## src/rtl/mbx_pkg.sv

```systemverilog
package mbx_pkg;
    localparam int DATA_W = 8;

    localparam int ST_OBF = 0;
    localparam int ST_IBF = 1;
    localparam int ST_U2  = 2;
    localparam int ST_CD  = 3;

    typedef struct packed {
        logic [3:0] usr_hi;
        logic       cmd;
        logic       usr_lo;
        logic       in_full;
        logic       out_full;
    } mbx_status_t;

    typedef struct packed {
        logic wr_evt;
        logic rd_out_evt;
        logic a0;
    } host_evt_t;

    function automatic mbx_status_t make_status(input logic [4:0] usr,
                                                input logic cmd,
                                                input logic ibf,
                                                input logic obf);
        mbx_status_t s;
        s.usr_hi   = usr[4:1];
        s.cmd      = cmd;
        s.usr_lo   = usr[0];
        s.in_full  = ibf;
        s.out_full = obf;
        return s;
    endfunction
endpackage

```

## src/rtl/mbx_host_port.sv

```systemverilog
module mbx_host_port
    import mbx_pkg::*;
(
    input  logic      clk,
    input  logic      rst,
    input  logic      cs_i,
    input  logic      rd_i,
    input  logic      wr_i,
    input  logic      a0_i,
    output host_evt_t evt_o
);
    logic wr_lvl, rd_lvl, wr_q, rd_q;

    assign wr_lvl = cs_i & wr_i;
    assign rd_lvl = cs_i & rd_i;

    always_ff @(posedge clk) begin
        if (rst) begin
            wr_q <= 1'b0;
            rd_q <= 1'b0;
        end else begin
            wr_q <= wr_lvl;
            rd_q <= rd_lvl;
        end
    end

    always_comb begin
        evt_o.wr_evt     = wr_lvl & ~wr_q;
        evt_o.rd_out_evt = rd_lvl & ~rd_q & ~a0_i;
        evt_o.a0         = a0_i;
    end

    p_wr_single_r2: assert property (@(posedge clk) disable iff (rst)
        evt_o.wr_evt |=> !evt_o.wr_evt);
endmodule

```

## src/rtl/mbx_in_reg.sv

```systemverilog
module mbx_in_reg
    import mbx_pkg::*;
(
    input  logic              clk,
    input  logic              rst,
    input  host_evt_t         evt_i,
    input  logic [DATA_W-1:0] wdata_i,
    input  logic              take_i,
    input  logic              irq_en_i,
    output logic [DATA_W-1:0] buf_o,
    output logic              full_o,
    output logic              cmd_o,
    output logic              irq_o
);
    always_ff @(posedge clk) begin
        if (rst) begin
            buf_o  <= '0;
            full_o <= 1'b0;
            cmd_o  <= 1'b0;
            irq_o  <= 1'b0;
        end else begin
            irq_o <= evt_i.wr_evt & irq_en_i;
            if (evt_i.wr_evt) begin
                buf_o  <= wdata_i;
                cmd_o  <= evt_i.a0;
                full_o <= 1'b1;
            end else if (take_i) begin
                full_o <= 1'b0;
            end
        end
    end

    p_ibf_set_r2: assert property (@(posedge clk) disable iff (rst)
        evt_i.wr_evt |=> (full_o && cmd_o == $past(evt_i.a0) && buf_o == $past(wdata_i)));
    p_ibf_clr_r6: assert property (@(posedge clk) disable iff (rst)
        (take_i && !evt_i.wr_evt) |=> !full_o);
    p_irq_pulse_r9: assert property (@(posedge clk) disable iff (rst)
        irq_o |=> !irq_o);
    p_irq_full_r9: assert property (@(posedge clk) disable iff (rst)
        irq_o |-> full_o);
endmodule

```

## src/rtl/mbx_out_reg.sv

```systemverilog
module mbx_out_reg
    import mbx_pkg::*;
(
    input  logic              clk,
    input  logic              rst,
    input  host_evt_t         evt_i,
    input  logic              load_i,
    input  logic [DATA_W-1:0] ldata_i,
    output logic [DATA_W-1:0] buf_o,
    output logic              full_o
);
    always_ff @(posedge clk) begin
        if (rst) begin
            buf_o  <= '0;
            full_o <= 1'b0;
        end else if (load_i) begin
            buf_o  <= ldata_i;
            full_o <= 1'b1;
        end else if (evt_i.rd_out_evt) begin
            full_o <= 1'b0;
        end
    end

    p_obf_set_r5: assert property (@(posedge clk) disable iff (rst)
        load_i |=> (full_o && buf_o == $past(ldata_i)));
    p_obf_clr_r5: assert property (@(posedge clk) disable iff (rst)
        (evt_i.rd_out_evt && !load_i) |=> !full_o);
endmodule

```

## src/rtl/host_mailbox.sv

```systemverilog
module host_mailbox
    import mbx_pkg::*;
(
    input  logic              clk,
    input  logic              rst,
    input  logic              cs_i,
    input  logic              rd_i,
    input  logic              wr_i,
    input  logic              a0_i,
    input  logic [DATA_W-1:0] host_wdata_i,
    output logic [DATA_W-1:0] host_rdata_o,
    input  logic              loc_take_i,
    output logic [DATA_W-1:0] loc_inbuf_o,
    input  logic              loc_load_i,
    input  logic [DATA_W-1:0] loc_wdata_i,
    input  logic              usr_we_i,
    input  logic [DATA_W-1:0] usr_bits_i,
    input  logic              irq_en_i,
    output logic              irq_o,
    output logic [DATA_W-1:0] status_o
);
    host_evt_t         evt;
    logic [DATA_W-1:0] obuf;
    logic              ibf, obf, cmd;
    logic [4:0]        usr_q;
    mbx_status_t       st;

    mbx_host_port u_port (
        .clk(clk), .rst(rst), .cs_i(cs_i), .rd_i(rd_i), .wr_i(wr_i),
        .a0_i(a0_i), .evt_o(evt)
    );

    mbx_in_reg u_in (
        .clk(clk), .rst(rst), .evt_i(evt), .wdata_i(host_wdata_i),
        .take_i(loc_take_i), .irq_en_i(irq_en_i), .buf_o(loc_inbuf_o),
        .full_o(ibf), .cmd_o(cmd), .irq_o(irq_o)
    );

    mbx_out_reg u_out (
        .clk(clk), .rst(rst), .evt_i(evt), .load_i(loc_load_i),
        .ldata_i(loc_wdata_i), .buf_o(obuf), .full_o(obf)
    );

    always_ff @(posedge clk) begin
        if (rst) begin
            usr_q <= '0;
        end else if (usr_we_i) begin
            usr_q <= {usr_bits_i[7:4], usr_bits_i[ST_U2]};
        end
    end

    assign st       = make_status(usr_q, cmd, ibf, obf);
    assign status_o = st;

    always_comb begin
        if (cs_i && rd_i) host_rdata_o = a0_i ? st : obuf;
        else              host_rdata_o = '0;
    end

    p_stat_read_nosfx_r4: assert property (@(posedge clk) disable iff (rst)
        (cs_i && rd_i && a0_i && !evt.wr_evt && !loc_take_i && !loc_load_i && !usr_we_i)
        |=> $stable(status_o));
    p_usr_hw_bits_r8: assert property (@(posedge clk) disable iff (rst)
        (usr_we_i && !evt.wr_evt && !loc_take_i && !loc_load_i && !evt.rd_out_evt)
        |=> (status_o[ST_OBF] == $past(status_o[ST_OBF]) &&
             status_o[ST_IBF] == $past(status_o[ST_IBF]) &&
             status_o[ST_CD]  == $past(status_o[ST_CD])));
endmodule

```

## config.mk

```make
export PLATFORM = sky130hd
export DESIGN_NAME = host_mailbox
export DESIGN_NICKNAME = d
export VERILOG_FILES = /design/src/rtl/mbx_pkg.sv /design/src/rtl/mbx_host_port.sv /design/src/rtl/mbx_in_reg.sv /design/src/rtl/mbx_out_reg.sv /design/src/rtl/host_mailbox.sv
export SDC_FILE = /design/constraint.sdc
export NUM_CORES = 1
export LEC_CHECK = 0
export CORE_MARGIN = 2
export CORE_UTILIZATION = 37
export CTS_BUF_LIST = sky130_fd_sc_hd__clkbuf_2 sky130_fd_sc_hd__clkbuf_4 sky130_fd_sc_hd__clkbuf_8
export CTS_CLUSTER_SIZE = 16
export DETAILED_ROUTE_END_ITERATION = 8
export GPL_TIMING_DRIVEN = 0
export HOLD_SLACK_MARGIN = 0.08
export PLACE_DENSITY = 0.77
export SYNTH_ARGS = -nofsm -noshare
export SYNTH_HDL_FRONTEND = slang
export SYNTH_SLANG_ARGS = --single-unit
```

## constraint.sdc

```tcl
create_clock -name clk -period 0.98 [get_ports clk]
set_input_delay 0.294 -clock clk [delete_from_list [all_inputs] [get_ports clk]]
set_output_delay 0.294 -clock clk [all_outputs]
set_load 0.05 [all_outputs]
```

==> Word-level counts from Yosys, hierarchy flattened <==
Cells that the tools add are included.
{ "totals": {"reg_bits": 27, "out_inout_bits": 25, "elab_cells": 27} }
{ "classes": {"mux": 6, "bitwise_logic": 9, "n_reduce_logical": 3} }
{ "op_table": {"columns": ["cell", "count"], "rows": [
  ["$mux 8", 2],
  ["$and 1x1->1", 6],
  ["$mux 1", 4],
  ["$reduce_bool 2->1", 2],
  ["$not 1->1", 3],
  ["$logic_and 1x1->1", 1]
]} }

==> Depth between registers and ports, before layout <==
Gate-level depths: netlist of the first run.
{ "depth": {"ltp_word": 5, "mapped_depth": 4, "depth_no_buf": 2} }

==> By module <==
A second synthesis of the first run with hierarchy kept.
{ "unflattened": {"cells_unflattened": 109, "area_unflattened_um2": 1123.6} }
{ "by_module_without_submodules": {"columns": ["module", "n_inst", "cells_each", "area_each_um2", "seq_area_each_um2"], "rows": [
  ["mbx_in_reg", 1, 35, 387.9, 220.2],
  ["host_mailbox", 1, 37, 324.1, 100.1],
  ["mbx_out_reg", 1, 30, 321.6, 180.2],
  ["mbx_host_port", 1, 7, 90.1, 40.0]
]} }

==> Worst setup path before layout of the first run <==
No wires, ideal clock.
{ "synth_path": {"path_type": "register to output", "from": "register usr_q[0]", "to": "output port host_rdata_o[2]", "arrival_time_ns": 1.434, "required_time_ns": 0.686, "setup_slack_ns": -0.748, "path_stages_with_launch": 3, "cell_sequence": "dfxtp_1 > mux2i_1 > nor2_1"} }
{ "synth_between": {"elab_chain_cells": 2} }
{ "synth_rtl": {"columns": ["item", "line_no", "text"], "rows": [
  ["start, declared", "host_mailbox.sv:25", "logic [4:0] usr_q;"],
  ["start signal, assigned", "host_mailbox.sv:48", "usr_q <= {usr_bits_i[7:4], usr_bits_i[ST_U2]};"],
  ["$mux 8 (2 in series)", "host_mailbox.sv:56", "if (cs_i && rd_i) host_rdata_o = a0_i ? st : obuf;"],
  ["end, declared", "host_mailbox.sv:11", "output logic [DATA_W-1:0] host_rdata_o,"]
]} }
Every way passes these cells.

==> Final worst setup path of the first run <==
{ "layout_path": {"from": "register u_out.full_o", "to": "output port host_rdata_o[0]"} }
{ "layout_between": {"elab_chain_cells": 2} }
{ "layout_rtl": {"columns": ["item", "line_no", "text"], "rows": [
  ["start, declared", "mbx_out_reg.sv:10", "output logic full_o"],
  ["start signal, assigned", "mbx_out_reg.sv:15", "full_o <= 1'b0;"],
  ["start signal, assigned", "mbx_out_reg.sv:18", "full_o <= 1'b1;"],
  ["start signal, assigned", "mbx_out_reg.sv:20", "full_o <= 1'b0;"],
  ["$mux 8 (2 in series)", "host_mailbox.sv:56", null]
]} }
Every way passes these cells.

==> run metrics, run 1 <==
outcome=complete, but fails checks; failing checks=negative setup slack; Root Buffer=clkbuf_4; layout cell share with drive strength beyond 1=a little over half; dpl cells=between 200 and 250; routed length per instance=approximately 15 µm; Critical Path Start=u_out.full_o; Worst Setup Slack, final=-0.3965 ns; Max Cap Viol=0; Worst R2R Path Depth=3; CTS clock-pin slew for the worst setup and hold paths=about 0.15 ns; # IOs=slightly below 60; Worst path slowest cell=dfxtp_4; drt first-iter violations=24; reg-to-reg endpoint=u_in.buf_o[6]; largest net degree at the start of global routing=16; Buf/Inv on CP=1; Synth Register Bits=27; CTS tree=yes; first-pass GRT wire length=5057 µm; register area=about 600 µm²; chip width=~61 µm; PortBufs=51; library cells used by synthesis=15; Final Hold Fails=0; CP Max Fanout=3; routed via count=about 1100; cell breakdown of the critical path=mux2i_4, nor2_4, buf_6; Worst Hold Class=primary input to flop; most frequent cells in the layout=23 x clkdlybuf4s50_1, 22 x mux2i_1, 18 x nand2b_1, 18 x buf_8, 18 x dfxtp_2; max_slew headroom=~86%; arrival time at the worst endpoint=around 1.1 ns; vias in the first global route=between 1000 and 1500; Pwr Density=approximately 1100 nW/µm²; final period utilization=140.5%; Filler Cell Count=~220; Die H=between 60 and 70 µm; ANT nets after route=0; met3 Use GR=roughly 3.4%; VDD IR max=slightly above 1 mV; worst r2r src=u_port.wr_q; Net Count, Synth=between 150 and 200; Fmax=0.7265 GHz; clk buf depth=2; DP Worst Slack=-1.411 ns; Initial Util=between 30% and 40%; clk_lat worst skew=0.33 ns; total die area=between 3000 and 4000 µm²; # nets final=between 200 and 250; sequential share of the synthesized area=44.72%; remaining global-route overflow=0; WS Path Type=flop to primary output; crit-path leading delay family=flip-flops; commonest non-fill, non-tap cell in the layout=clkdlybuf4s50_1; 1st-pass router iterations=3; Worst Hold Depth=3; overall power=between 2 and 2.5 mW; number of diodes=0; Critical Path Sink Type=primary output; design area=approximately 2200 µm²; Reg2Reg Setup Slack=-0.08 ns; met1 GRT Util=about 23%; total track usage=a little under a fifth; Worst path max stage delay=a little under 0.4 ns; Final setup viols=34; area of the multi-input gates=about 740 µm²; fin cells=approximately 230; actual slew at the worst max-slew pin=~0.21 ns; Inserted Clock Buffers=3; minimum clock period=between 1 and 1.5 ns; Slew Viols, Final=0; DRC Markers=0; critical path required time=between 0.6 and 0.7 ns; crit start category=flop; unrepaired setup endpoints after global routing=true; synthesized instance count=117; Synth warnings=0; GR peak layer=met2; Final HPWL DP=2206 µm; Levels on crit path=3; GR Util met2=approximately 33%; Setup Skew=approximately 0.016 ns; Max H-tree Level=1; Util after Layout=72.24%; antenna violations before repair=0; GP Congestion=0.6656; placed cell area=1853 µm²; core area=between 3000 and 4000 µm²; leakage power=0.9071 nW; Mean Syn Cell Area=between 10 and 15 µm²; Rows=20; CP Capture Point=host_rdata_o[0]; hold_buf cts=0; WL final=about 3500 µm; area growth from synthesis to layout=83.95%; DR vias/cell=between 4 and 5; Mapped Area=1209 µm²; TritonCTS Sinks=27
metrics by stage:
| stage | setup TNS (ns) | hold WS [ns] |
|---|---|---|
| after floorplan | -1.489 | 0.4078 |
| after global placement | -24.26 | 0.4349 |
| after detailed placement | -25.31 | 0.4609 |
| after CTS | -7.271 | 0.2517 |
| after global routing | -8.437 | 0.2459 |
| final | -7.077 | 0.2604 |
cells by family after synthesis:
logic type,count (synthesis),synth area share [%]
and+or+nand+nor,46,19.57
DFF,27,44.72
muxes,30,24.84
buffers and inverters,11,8.281
AOI/OAI and AO/OA,3,2.588
timing repair:
item	in CTS	in global routing
gates resized for setup	225	20
endpoints found under the setup margin	37	35
pin swaps	6	4
cloned	2	0
buffers inserted	5	9
cell usage after synthesis:
| library cell | n | area share [%] |
|---|---|---|
| and3b_4 | 1 | 1.0 |
| mux2i_1 | 30 | 25 |
| nor2b_1 | 1 | 0.52 |
| o41a_1 | 1 | 0.93 |
| buf_6 | 4 | 3.7 |
| and3b_1 | 1 | 0.72 |
| dfxtp_1 | 27 | 45 |
| nand2b_1 | 18 | 9.3 |
| nand2_2 | 1 | 0.52 |
| buf_8 | 1 | 1.2 |
| buf_2 | 2 | 0.83 |
| nor2_1 | 23 | 7.1 |
| o21ba_2 | 2 | 1.7 |
| nand2_1 | 1 | 0.31 |
| buf_4 | 4 | 2.5 |
where the power goes:
group	internal, mW	switching [mW]	total, mW
sequential	1.16	0.0623	1.22
clock	0.153	0.328	0.481
combinational	0.405	0.372	0.777
total	1.72	0.762	2.48
worst min path at each step:
stage	from	endpoint	slack, ns
2_1_floorplan	wr_i	u_port.wr_q	0.41
3_3_place_gp	u_port.rd_q	u_out.full_o	0.43
3_5_place_dp	u_port.rd_q	u_out.full_o	0.46
4_1_cts	rst	u_in.buf_o[0]	0.25
5_1_grt	rst	u_in.buf_o[7]	0.25
6_report	rst	u_in.buf_o[0]	0.26
area by class of cell:
cell class | instances | area share (%)
plain buffers | 9 | 3.489
clock buffers | 3 | 1.013
clock inverters | 1 | 0.2251
multi-input cells | 80 | 33.09
flip-flops and latches | 27 | 26.34
well taps | 44 | 2.476
repair buffers | 64 | 33.37
metal layers:
layer  wire (µm)  part of all wire [%]
met1        1367                    39
met2        1980                    57
met3         113                   3.2
met4          34                  0.97
met5           0                     0
worst min-delay path, cell delays in order:
cell and delay (ns):
buf_6 0.10, nand2b_1 0.10, mux2i_1 0.06
state kept, by name, summed over array words and instances, names as in the netlist:
register / cells
u_in.buf_o: 8
u_in.cmd_o: 1
usr_q: 5
u_port.wr_q: 1
u_in.full_o: 1
u_out.buf_o: 8
u_in.irq_o: 1
u_port.rd_q: 1
u_out.full_o: 1
No activity file was read; power rests on OpenSTA's default activity.
==> run 2: changes to the inputs <==
--- a/config.mk
+++ b/config.mk
@@ -5,14 +5,15 @@
 export SDC_FILE = /design/constraint.sdc
 export NUM_CORES = 1
 export LEC_CHECK = 0
+export CAP_MARGIN = 25
 export CORE_MARGIN = 2
-export CORE_UTILIZATION = 37
+export CORE_UTILIZATION = 41
 export CTS_BUF_LIST = sky130_fd_sc_hd__clkbuf_2 sky130_fd_sc_hd__clkbuf_4 sky130_fd_sc_hd__clkbuf_8
 export CTS_CLUSTER_SIZE = 16
 export DETAILED_ROUTE_END_ITERATION = 8
 export GPL_TIMING_DRIVEN = 0
 export HOLD_SLACK_MARGIN = 0.08
-export PLACE_DENSITY = 0.77
+export PLACE_DENSITY = 0.81
 export SYNTH_ARGS = -nofsm -noshare
 export SYNTH_HDL_FRONTEND = slang
 export SYNTH_SLANG_ARGS = --single-unit
==> constraint.sdc (replaced) <==
create_clock -name clk -period 1.3 [get_ports clk]
set_input_delay 0.39 -clock clk [delete_from_list [all_inputs] [get_ports clk]]
set_output_delay 0.39 -clock clk [all_outputs]
set_load 0.05 [all_outputs]
==> run metrics, run 2 (same netlist as run 1, synthesis figures left out) <==
CP Max Fanout=3 (unchanged); Die H=58.30 µm (-4.7%); Reg2Reg Setup Slack=0.26 ns (+0.34 ns); Util after Layout=75.98% (+3.7 points); reg-to-reg endpoint=u_in.buf_o[7]; WS Path Type=flop to primary output; critical path required time=0.91 ns (+0.22 ns); outcome=complete, but fails checks; drt first-iter violations=31 (+29%); GP Congestion=0.6948 (+4.4%); unrepaired setup endpoints after global routing=true; placed cell area=1824 µm² (-1.6%); Final HPWL DP=2064 µm (-6.4%); core area=2781 µm² (-9.6%); layout cell share with drive strength beyond 1=48.59% (-4.1 points); total track usage=18.40% (-0.29 points); vias in the first global route=1013 (-1.7%); PortBufs=51 (unchanged); commonest non-fill, non-tap cell in the layout=clkdlybuf4s50_1; leakage power=0.8507 nW (-6.2%); actual slew at the worst max-slew pin=0.1850 ns (-0.02212 ns); DR vias/cell=4.986 (+7.4%); Root Buffer=clkbuf_4; Max Cap Viol=0 (unchanged); max_slew headroom=87.31% (+1.4 points); clk buf depth=2 (unchanged); Worst Hold Class=primary input to flop; registers with the most flip-flops=u_in.buf_o x8, u_out.buf_o x8, usr_q x5; VDD IR max=0.7913 mV (-23%); clk_lat worst skew=0.32 ns (about the same); failing checks=negative setup slack; area growth from synthesis to layout=74.85%; antenna violations before repair=0 (unchanged); WL final=3198 µm (-8.5%); TritonCTS Sinks=27 (unchanged); CTS clock-pin slew for the worst setup and hold paths=0.14 ns (about the same); chip width=58.30 µm (-4.7%); # IOs=59 (unchanged); number of diodes=0 (unchanged); ANT nets after route=0 (unchanged); CTS tree=yes; first-pass GRT wire length=4781 µm (-5.5%); Setup Skew=0.007465 ns (-0.008313 ns); total die area=3398 µm² (-9.1%); Pwr Density=867.3 nW/µm² (-22%); 1st-pass router iterations=4 (+1); worst r2r src=u_port.wr_q; Fmax=about 0.69 GHz; Worst Hold Depth=3 (unchanged); Final setup viols=15 (-56%); Worst R2R Path Depth=3 (unchanged); DRC Markers=0 (unchanged); crit start category=flop; Rows=19 (-5.0%); Final Hold Fails=0 (unchanged); Initial Util=43.45% (+4.2 points); Worst Setup Slack, final=-0.1585 ns (+0.2380 ns); HP Start=rst; Critical Path Sink Type=primary output; minimum clock period=1.459 ns; design area=2113 µm² (-5.0%); routed via count=1037 (-2.0%); remaining global-route overflow=0 (unchanged); Slew Viols, Final=0 (unchanged); Hold Path End=u_in.cmd_o; arrival time at the worst endpoint=1.07 ns (about the same); final period utilization=112.2%; Max H-tree Level=1 (unchanged); largest net degree at the start of global routing=16 (unchanged); most frequent cells in the layout=24 x clkdlybuf4s50_1, 23 x buf_6, 22 x mux2i_1; # nets final=212 (-3.2%); Inserted Clock Buffers=3 (unchanged); routed length per instance=15.38 µm (+0.30%); hold_buf cts=0 (unchanged)
run 2: layer usage:
| metal | global-route usage, % | vias to the layer above | wire length [µm] |
|---|---|---|---|
| met5 | 0 | - | 0 |
| met4 | 5.980 | 0 | 59 |
| met1 | 22.88 | 496 | 1293 |
| li1 | - | 504 | - |
| met3 | 2.857 | 6 | 142 |
| met2 | 32.42 | 31 | 1703 |
run 2: area by class of cell:
class | count | area [µm²]
Multi-Input combinational cell | 80 | 753.2
Tap cell | 31 | 38.79
Clock inverter | 1 | 5.005
Fill cell | 193 | 668.1
Buffer | 11 | 115.1
Clock buffer | 3 | 22.52
Timing Repair Buffer | 55 | 599.3
Sequential cell | 27 | 579.3
run 2: worst max-delay path by stage:
stage                           from         endpoint  cells past startpoint
after CTS                 u_in.cmd_o  host_rdata_o[3]                      3
after floorplan                 a0_i  host_rdata_o[2]                      3
final                       usr_q[3]  host_rdata_o[6]                      3
after global placement          cs_i  host_rdata_o[3]                      4
after global routing        usr_q[2]  host_rdata_o[5]                      3
after detailed placement        cs_i  host_rdata_o[3]                      4
run 2: report_power, final:
part,switching (mW),leakage [nW],internal [mW]
clock network,0.240,0.0177,0.115
registers,0.0455,0.231,0.874
logic,0.275,0.602,0.283
total,0.561,0.851,1.27
run 2: critical path, stage by stage (launching register included):
cell and delay (ns):
dfxtp_4 0.39, mux2i_4 0.15, nor2_4 0.06, buf_8 0.14
run 2: metrics by stage:
stage	setup TNS, ns	instances	total power, mW	setup slack [ns]	hold WS [ns]
2_1_floorplan	-0.4784	117	1.211	-0.06401	0.4315
3_3_place_gp	-16.68	199	1.382	-1.277	0.4329
3_5_place_dp	-17.17	199	1.391	-1.279	0.4512
4_1_cts	-1.729	204	1.771	-0.1871	0.3315
5_1_grt	-2.123	208	1.909	-0.2050	0.3480
6_report	-1.533	208	1.833	-0.1585	0.3376
run 2: what timing repair did:
| action | 4_1_cts | 5_1_grt |
|---|---|---|
| buffers inserted | 0 | 4 |
| cloned | 1 | 0 |
| gates resized for setup | 188 | 53 |
| setup endpoints to repair | 26 | 24 |
| pin swaps | 9 | 4 |
